File: config.mk
export PLATFORM = sky130hd
export DESIGN_NAME = dram_refresh_gen
export DESIGN_NICKNAME = d
export VERILOG_FILES = /design/src/rtl/rfsh_pkg.sv /design/src/rtl/rfsh_timer.sv /design/src/rtl/rfsh_row.sv /design/src/rtl/rfsh_window.sv /design/src/rtl/dram_refresh_gen.sv
export SDC_FILE = /design/constraint.sdc
export NUM_CORES = 1
export LEC_CHECK = 0
export BUFFER_PORTS_ARGS = -buffer_cell sky130_fd_sc_hd__buf_4
export CAP_MARGIN = 0
export CORE_UTILIZATION = 45
export CTS_CLUSTER_SIZE = 10
export DETAILED_ROUTE_END_ITERATION = 7
export GPL_TIMING_DRIVEN = 0
export PLACE_DENSITY = 0.7
export SETUP_SLACK_MARGIN = 0.02
export SYNTH_ARGS = -nofsm -noshare
export SYNTH_HDL_FRONTEND = slang
export SYNTH_HIERARCHICAL = 1
export SYNTH_SLANG_ARGS = --single-unit
export TNS_END_PERCENT = 5
File: constraint.sdc
create_clock -name clk_i -period 4.95 [get_ports clk_i]
set_input_delay 0.7425 -clock clk_i [delete_from_list [all_inputs] [get_ports clk_i]]
set_output_delay 0.7425 -clock clk_i [all_outputs]
set_load 0.05 [all_outputs]
File: src/rtl/rfsh_pkg.sv
package rfsh_pkg;
  parameter int unsigned ADDR_W = 20;
  parameter int unsigned ROW_W  = 9;
  parameter int unsigned CNT_W  = 9;
  localparam int unsigned PAGE_W = ADDR_W - ROW_W;
endpackage

File: src/rtl/rfsh_timer.sv
module rfsh_timer #(
  parameter int unsigned CNT_W = 9
) (
  input  logic             clk_i,
  input  logic             rst_ni,
  input  logic             run_i,
  input  logic [CNT_W-1:0] interval_i,
  output logic             expire_o
);
  logic [CNT_W-1:0] cnt_q;

  // cnt_q == 0 means "load on next edge"
  always_ff @(posedge clk_i or negedge rst_ni) begin
    if (!rst_ni)                       cnt_q <= '0;
    else if (!run_i)                   cnt_q <= '0;
    else if (cnt_q == '0)              cnt_q <= interval_i;
    else if (cnt_q == CNT_W'(1))       cnt_q <= '0;
    else                               cnt_q <= cnt_q - CNT_W'(1);
  end

  assign expire_o = run_i && (cnt_q == CNT_W'(1));

  p_idle_clear_r3: assert property (@(posedge clk_i) disable iff (!rst_ni)
    !run_i |=> (cnt_q == '0));
endmodule

File: src/rtl/rfsh_row.sv
module rfsh_row #(
  parameter int unsigned ROW_W = 9
) (
  input  logic             clk_i,
  input  logic             rst_ni,
  input  logic             step_i,
  output logic [ROW_W-1:0] row_o
);
  always_ff @(posedge clk_i or negedge rst_ni) begin
    if (!rst_ni)     row_o <= '0;
    else if (step_i) row_o <= row_o + ROW_W'(1);
  end

  p_row_hold_r5: assert property (@(posedge clk_i) disable iff (!rst_ni)
    !step_i |=> $stable(row_o));
endmodule

File: src/rtl/rfsh_window.sv
module rfsh_window #(
  parameter int unsigned ADDR_W = 20
) (
  input  logic              clk_i,
  input  logic              rst_ni,
  input  logic [ADDR_W-1:0] addr_i,
  input  logic [ADDR_W-1:0] base_i,
  input  logic [ADDR_W-1:0] size_i,
  output logic              hit_o
);
  logic [ADDR_W:0] limit;

  // one extra bit so a window ending at the top of memory does not wrap
  assign limit = {1'b0, base_i} + {1'b0, size_i};
  assign hit_o = (addr_i >= base_i) && ({1'b0, addr_i} < limit);

  p_size0_r7: assert property (@(posedge clk_i) disable iff (!rst_ni)
    (size_i == '0) |-> !hit_o);
endmodule

File: src/rtl/dram_refresh_gen.sv
module dram_refresh_gen
  import rfsh_pkg::*;
#(
  parameter int unsigned P_ADDR_W = ADDR_W,
  parameter int unsigned P_ROW_W  = ROW_W,
  parameter int unsigned P_CNT_W  = CNT_W,
  localparam int unsigned P_PAGE_W = P_ADDR_W - P_ROW_W
) (
  input  logic                clk_i,
  input  logic                rst_ni,
  input  logic                enh_en_i,
  input  logic [P_CNT_W-1:0]  interval_i,
  input  logic [P_PAGE_W-1:0] page_i,
  input  logic                ack_i,
  input  logic [P_ADDR_W-1:0] cs_base_i,
  input  logic [P_ADDR_W-1:0] cs_size_i,
  output logic                rfsh_req_o,
  output logic [P_ADDR_W-1:0] rfsh_addr_o,
  output logic                cs_sel_o
);
  logic active, run, expire, step, hit, req_q;
  logic [P_ROW_W-1:0] row;

  assign active = enh_en_i && (interval_i != '0);
  assign run    = active && !req_q;
  assign step   = active && req_q && ack_i;

  rfsh_timer #(.CNT_W(P_CNT_W)) u_timer (
    .clk_i, .rst_ni, .run_i(run), .interval_i, .expire_o(expire)
  );

  rfsh_row #(.ROW_W(P_ROW_W)) u_row (
    .clk_i, .rst_ni, .step_i(step), .row_o(row)
  );

  always_ff @(posedge clk_i or negedge rst_ni) begin
    if (!rst_ni)      req_q <= 1'b0;
    else if (!active) req_q <= 1'b0;
    else if (expire)  req_q <= 1'b1;
    else if (step)    req_q <= 1'b0;
  end

  assign rfsh_addr_o = {page_i, row};

  rfsh_window #(.ADDR_W(P_ADDR_W)) u_win (
    .clk_i, .rst_ni, .addr_i(rfsh_addr_o), .base_i(cs_base_i),
    .size_i(cs_size_i), .hit_o(hit)
  );

  assign rfsh_req_o = req_q;
  assign cs_sel_o   = req_q && hit;

  p_off_no_req_r2: assert property (@(posedge clk_i) disable iff (!rst_ni)
    !enh_en_i |=> !rfsh_req_o);
  p_zero_interval_r4: assert property (@(posedge clk_i) disable iff (!rst_ni)
    (interval_i == '0) |=> !rfsh_req_o);
  p_hold_until_ack_r5: assert property (@(posedge clk_i) disable iff (!rst_ni)
    (rfsh_req_o && !ack_i && active) |=> rfsh_req_o);
  p_row_step_r6: assert property (@(posedge clk_i) disable iff (!rst_ni)
    (rfsh_req_o && ack_i && active) |=> (row == $past(row) + P_ROW_W'(1)));
  p_expire_single_r3: assert property (@(posedge clk_i) disable iff (!rst_ni)
    expire |=> !expire);
  p_sel_needs_req_r7: assert property (@(posedge clk_i) disable iff (!rst_ni)
    cs_sel_o |-> rfsh_req_o);
endmodule

# ---- Word-level counts from Yosys, hierarchy flattened
# Index checks and enable logic that the tools add are counted.
dict set report totals {
  ff_bits 19
  latch_bits 0
  mem_bits_rw 0
  romBits 0
  input_bits 64
  output_inout_bits 22
  elab_cells 26
  mem_count 0
}
dict set report classes {
  n_addsub 3
  mul 0
  n_div 0
  magnitude_cmp 2
  n_eq_ne 2
  shifts 0
  mux 6
  bitwise_logic 0
  reduce_logical 10
}
# op count
set ops {}
lappend ops {{2-to-1 mux 9 bit} 3}
lappend ops {{adder 20 x 20 -> 21 bit} 1}
lappend ops {{< comparator 20 x 21 -> 1 bit} 1}
lappend ops {{greater-or-equal comparator 20 bit} 1}
lappend ops {{adder 9 x 1 -> 9 bit (second input constant)} 1}
lappend ops {{equality test 9 x 1 -> 1 bit (second input constant)} 1}
lappend ops {{logical NOT 9 bit} 1}
lappend ops {{nonzero test 9 bit} 1}
lappend ops {{subtractor 9 x 1 -> 9 bit (second input constant)} 1}
lappend ops {{logical AND 1 bit} 7}
lappend ops {{2-to-1 mux 1 bit} 3}
lappend ops {{inequality test 3 x 1 -> 1 bit (second input constant)} 1}
lappend ops {{logical NOT 1 bit} 1}

# ---- Longest topological paths before layout
dict set report depth {
  word_depth 7
  ltp_mapped 17
  depth_no_buf 17
}

# ---- By module
# Netlist, hierarchy kept.
# mod instances cells_per_inst area_each_um2 seq_area_each_um2
set by_module_without_submodules {}
lappend by_module_without_submodules {rfsh_window 1 255 1929.4 0.0}
lappend by_module_without_submodules {rfsh_timer 1 59 599.3 225.2}
lappend by_module_without_submodules {rfsh_row 1 29 387.9 225.2}
lappend by_module_without_submodules {dram_refresh_gen 1 22 167.7 25.0}

# ---- Worst setup path before layout
# OpenSTA, ideal clock, no wires.
dict set report synth_path {
  kind {input port to output port}
  startpoint {input cs_base_i[0]}
  endpoint {output cs_sel_o}
  arrival_time_ns 3.870
  path_slack_ns 0.337
  path_stages 17
  path_buffers 0
  cell_sequence {ha_1 -> inv_1 -> fa_1 -> nand2b_1 -> a21oi_1 -> o2111ai_1 -> nand3_1 -> a31oi_1 -> xor2_1 -> ha_1 -> and3_1 -> a21oi_1 -> o21ai_0 -> a221oi_1 -> o211ai_1 -> a22oi_1 -> and2_1}
}
dict set report synth_between {
  elab_chain_cells 4
}
# element line_no
set synth_lines {}
lappend synth_lines {{start: declaration} dram_refresh_gen.sv:15} ;# input logic [P_ADDR_W-1:0] cs_base_i,
lappend synth_lines {{adder 20 x 20 -> 21 bit} rfsh_window.sv:14} ;# assign limit = {1'b0, base_i} + {1'b0, size_i};
lappend synth_lines {{< comparator 20 x 21 -> 1 bit} rfsh_window.sv:15} ;# assign hit_o = (addr_i >= base_i) && ({1'b0, addr_i} < limit);
lappend synth_lines {{logical AND 1 bit (*)} rfsh_window.sv:15}
lappend synth_lines {{via hit} dram_refresh_gen.sv:21} ;# logic active, run, expire, step, hit, req_q;
lappend synth_lines {{logical AND 1 bit (*)} dram_refresh_gen.sv:51} ;# assign cs_sel_o = req_q && hit;
lappend synth_lines {{end: declaration} dram_refresh_gen.sv:19} ;# output logic cs_sel_o
# Mark *: on every way through the listed nets, which the timed path passes. The rest lies on a longest branch.

# ---- Final worst setup path
# Ends and elaborated chain as after synthesis.

==> results.yml <==
timing:
  timing.final.ws_setup_ns: 0.185
  timing_worst_slew_pin_value_ns: 0.535
  maxSlewHeadroom: 0.642
  fmax_ghz: 0.210
  post-route-period-util: 0.963
  max_clock_skew_ns: 0.00368
  final-max-slew-violation-count: 0
  final-setup-viol-count: 0
  final.min_clock_period_ns: 4.76
  timing.final.hold_violations: 0
global_routing:
  grt_start_max_net_pins: 20
  grt_first_pass_wirelength_um: 12400
  first_global_vias: 2834
  grt_overflow: 0
  global_route.usage.total: 0.213
  antenna_found_initial: 0
layout:
  fillers: 565
  nets: 587
  layout.core_utilization: 0.619
  diodes: 0
  layout-drive-gt1-share: 0.330
  mostFrequentLayoutCell: "sky130_fd_sc_hd__buf_4"
  synthToLayoutAreaGrowth_pct: 30.3
  commonest_non_fill_non_tap_cells_in_the_layout: "sky130_fd_sc_hd__buf_4, sky130_fd_sc_hd__ha_1, sky130_fd_sc_hd__inv_1, sky130_fd_sc_hd__nand2_1, sky130_fd_sc_hd__a21oi_1"
place:
  post-dp-hpwl_um: 6370
  finalWeightedCongestion: 0.925
  portBuffers: 85
  place_ws_ns: -0.0906
setup_path:
  reg2regPathDepth: 6
  critical_path.endpoint_type: "output pin"
  critPathMaxStageDelay_ns: 0.45
  regToRegEndpoint: "u_timer/cnt_q[6]"
  setup.worst_path.start: "cs_base_i[0]"
  worst-endpoint-arrival_ns: 4.02
  critPathKind: "primary input to output pin"
  crit_slowest_cell: "sky130_fd_sc_hd__a2111o_1"
  crit_path_max_fanout: 4
  timing.rr.start: "u_timer/cnt_q[0]"
  crit_family: "compound AO/OA/AOI/OAI gates"
  critical_path_required_ns: 4.21
  critical_path.n_buffers_inverters: 3
  cp-start-kind: "primary input"
  path_cells: "buf_4, ha_4, inv_1, fa_2, nand2b_4, a21oi_4, nor2_2, o21ai_1, xnor2_1, ha_1, nand4_1, nor3b_1, o31ai_1, a2111o_1, o211ai_1, a22oi_1, and2_1, buf_6"
  r2r_setup_slack_ns: 3.21
yosys:
  synthesis.yosys.warnings: 6
  syn-mean-instance-area_um2: 8.45
  seq_area_frac_synth: 0.154
  synth_fp_nets: 493
  synth_enable_flop_cells: 0
  synth_cell_type_count: 63
  synth_seq_cells: 19
  synthFlopType: "sky130_fd_sc_hd__dfrtp_1"
  post_synth_inst_count: 365
  share_of_synthesized_flip_flops_with_an_asynchronous_set_or_reset: 1.00
  syn_area_um2: 3080
pwr:
  cellLeakagePower_nw: 2.04
  power.switching_fraction: 0.449
  internal_power_uw: 549
  reg_power_frac: 0.240
  power_density_nw_per_um2: 248
  p_sw_uw: 447
  worst_vdd_drop_mv: 0.0881
  power.clock.fraction: 0.110
  relative_contribution_of_combinational_cells_to_total_power: 0.650
floorplanning:
  die_width_um: 84.8
  die_area_um2: 7190
  core_area_um2: 6490
  pin_count: 86
  floorplan.rows: 29
  floorplan.die.height_um: 84.8
  initial_utilization: 0.475
drt:
  wl_um: 7610
  final_antenna_net_count: 0
  first_pass_iters: 7
  drt-wirelength-per-cell_um: 14.2
  vias_per_std_cell: 5.68
  drt_first_iter_violations: 97
  remaining_drc_errors: 4
  vias: 3037
run:
  drv.max_cap_violation_count: 0
status:
  result_of_the_run: "finished, violations left"
  failed_checks: "DRC"
clocking:
  cts_tree: "yes"
  clkTransAtPathRegs_ns: 0.07
  clkSinkCount: 19
  root_buffer: "sky130_fd_sc_hd__clkbuf_8"
  tritoncts.num_buffers: 3
  insertion_delay_ns: 0.26
  h-tree-depth: 1
  number_of_buffers_between_clock_root_and_the_deepest_sink: 2
  cts_hold_buffers: 0
min_path:
  worst_hold_path_type: "primary input to asynchronous set/reset pin"
[registers in the layout, summed over array words and instances, names as in the netlist]
name	count
rfsh_req_o	1
u_row/row_o	9
u_timer/cnt_q	9
[cell families (layout without fill, tap and decap cells)]
kind of cell / Yosys count / in the layout / share of synthesized area
muxes: 2 / 2 / 0.00690
buffers and inverters: 49 / 142 / 0.0767
DFF: 19 / 19 / 0.154
adders and majority gates: 64 / 64 / 0.262
AOI/OAI and AO/OA: 97 / 97 / 0.226
and+or+nand+nor: 105 / 105 / 0.191
xor gates and xnor gates: 29 / 29 / 0.0824
[synthesized netlist by cell type (2+ instances only)]
master | n | area share
sky130_fd_sc_hd__ha_1 | 63 | 0.26
sky130_fd_sc_hd__and4_1 | 2 | 0.0057
sky130_fd_sc_hd__or3_1 | 2 | 0.0041
sky130_fd_sc_hd__nor3b_1 | 3 | 0.0073
sky130_fd_sc_hd__nor3_1 | 5 | 0.0081
sky130_fd_sc_hd__inv_1 | 31 | 0.038
sky130_fd_sc_hd__nor2_1 | 20 | 0.024
sky130_fd_sc_hd__dfrtp_1 | 19 | 0.15
sky130_fd_sc_hd__o31ai_1 | 3 | 0.0073
sky130_fd_sc_hd__a21o_1 | 9 | 0.022
sky130_fd_sc_hd__o21ai_0 | 12 | 0.019
sky130_fd_sc_hd__a21oi_2 | 2 | 0.0057
sky130_fd_sc_hd__nand2b_1 | 5 | 0.010
sky130_fd_sc_hd__a21oi_1 | 26 | 0.042
sky130_fd_sc_hd__nand2_1 | 21 | 0.026
sky130_fd_sc_hd__a31oi_1 | 5 | 0.010
sky130_fd_sc_hd__o21ai_2 | 3 | 0.0085
sky130_fd_sc_hd__and2_1 | 2 | 0.0041
sky130_fd_sc_hd__xnor2_1 | 14 | 0.040
sky130_fd_sc_hd__nor4_4 | 2 | 0.014
sky130_fd_sc_hd__a221o_1 | 2 | 0.0065
sky130_fd_sc_hd__xor2_1 | 15 | 0.043
sky130_fd_sc_hd__a22oi_1 | 5 | 0.012
sky130_fd_sc_hd__buf_4 | 12 | 0.029
sky130_fd_sc_hd__a211oi_1 | 4 | 0.0097
sky130_fd_sc_hd__and3_1 | 3 | 0.0061
sky130_fd_sc_hd__o211ai_1 | 6 | 0.015
sky130_fd_sc_hd__nand4_1 | 8 | 0.016
sky130_fd_sc_hd__and3_2 | 2 | 0.0049
sky130_fd_sc_hd__nand3_1 | 17 | 0.028
sky130_fd_sc_hd__nor2b_1 | 5 | 0.010
sky130_fd_sc_hd__o21ai_1 | 2 | 0.0032
sky130_fd_sc_hd__clkbuf_1 | 5 | 0.0061
[metrics by stage]
stage	cell area [µm²]	setup TNS, ns	hold WS [ns]	cells	total power [mW]
after floorplan	3080	0	0.447	365	0.695
after global placement	3820	-0.0602	0.574	527	0.843
after detailed placement	3820	-0.0906	0.574	527	0.853
after CTS	3880	0	0.349	531	0.969
after global routing	4020	-0.0190	0.355	535	1.08
final	4020	0	0.342	535	0.996
[power by group through the flow]
stage	Clock (mW)	Sequential (mW)	Combinational (mW)
6_report	0.109	0.239	0.648
2_1_floorplan	0	0.250	0.445
4_1_cts	0.112	0.239	0.617
3_5_place_dp	0	0.242	0.611
5_1_grt	0.120	0.246	0.717
3_3_place_gp	0	0.240	0.603
[layout make-up]
class	instances	area, µm²	area share
multi-input combinational	297	2490	0.618
buffer	16	113	0.0280
timing repair buffer	91	687	0.171
inverter	31	116	0.0289
clock inverter	1	5.00	0.00124
clock buffer	3	41.3	0.0103
tap	77	96.3	0.0240
sequential	19	475	0.118
[layer usage]
| layer | up-vias | share of wire | track usage |
|---|---|---|---|
| met1 | 1409 | 0.45 | 0.282 |
| met2 | 94 | 0.49 | 0.374 |
| met3 | 9 | 0.047 | 0.0147 |
| met5 | - | 0 | 0 |
| li1 | 1525 | - | - |
| met4 | 0 | 0.013 | 0.0570 |
[how the worst max path moves through the flow]
stage                     to  slack (ns)  depth (start not counted)
floorplan           cs_sel_o        0.34                         17
global placement    cs_sel_o       -0.06                         19
detailed placement  cs_sel_o       -0.09                         19
CTS                 cs_sel_o        0.03                         19
global route        cs_sel_o       -0.02                         16
finish              cs_sel_o        0.19                         18
[timing repair]
action,in CTS,in global routing
buffers inserted,0,6
pin swaps,2,12
resized for setup,4,22
setup endpoints to repair,1,1
Power figures use the tool's default switching activity.
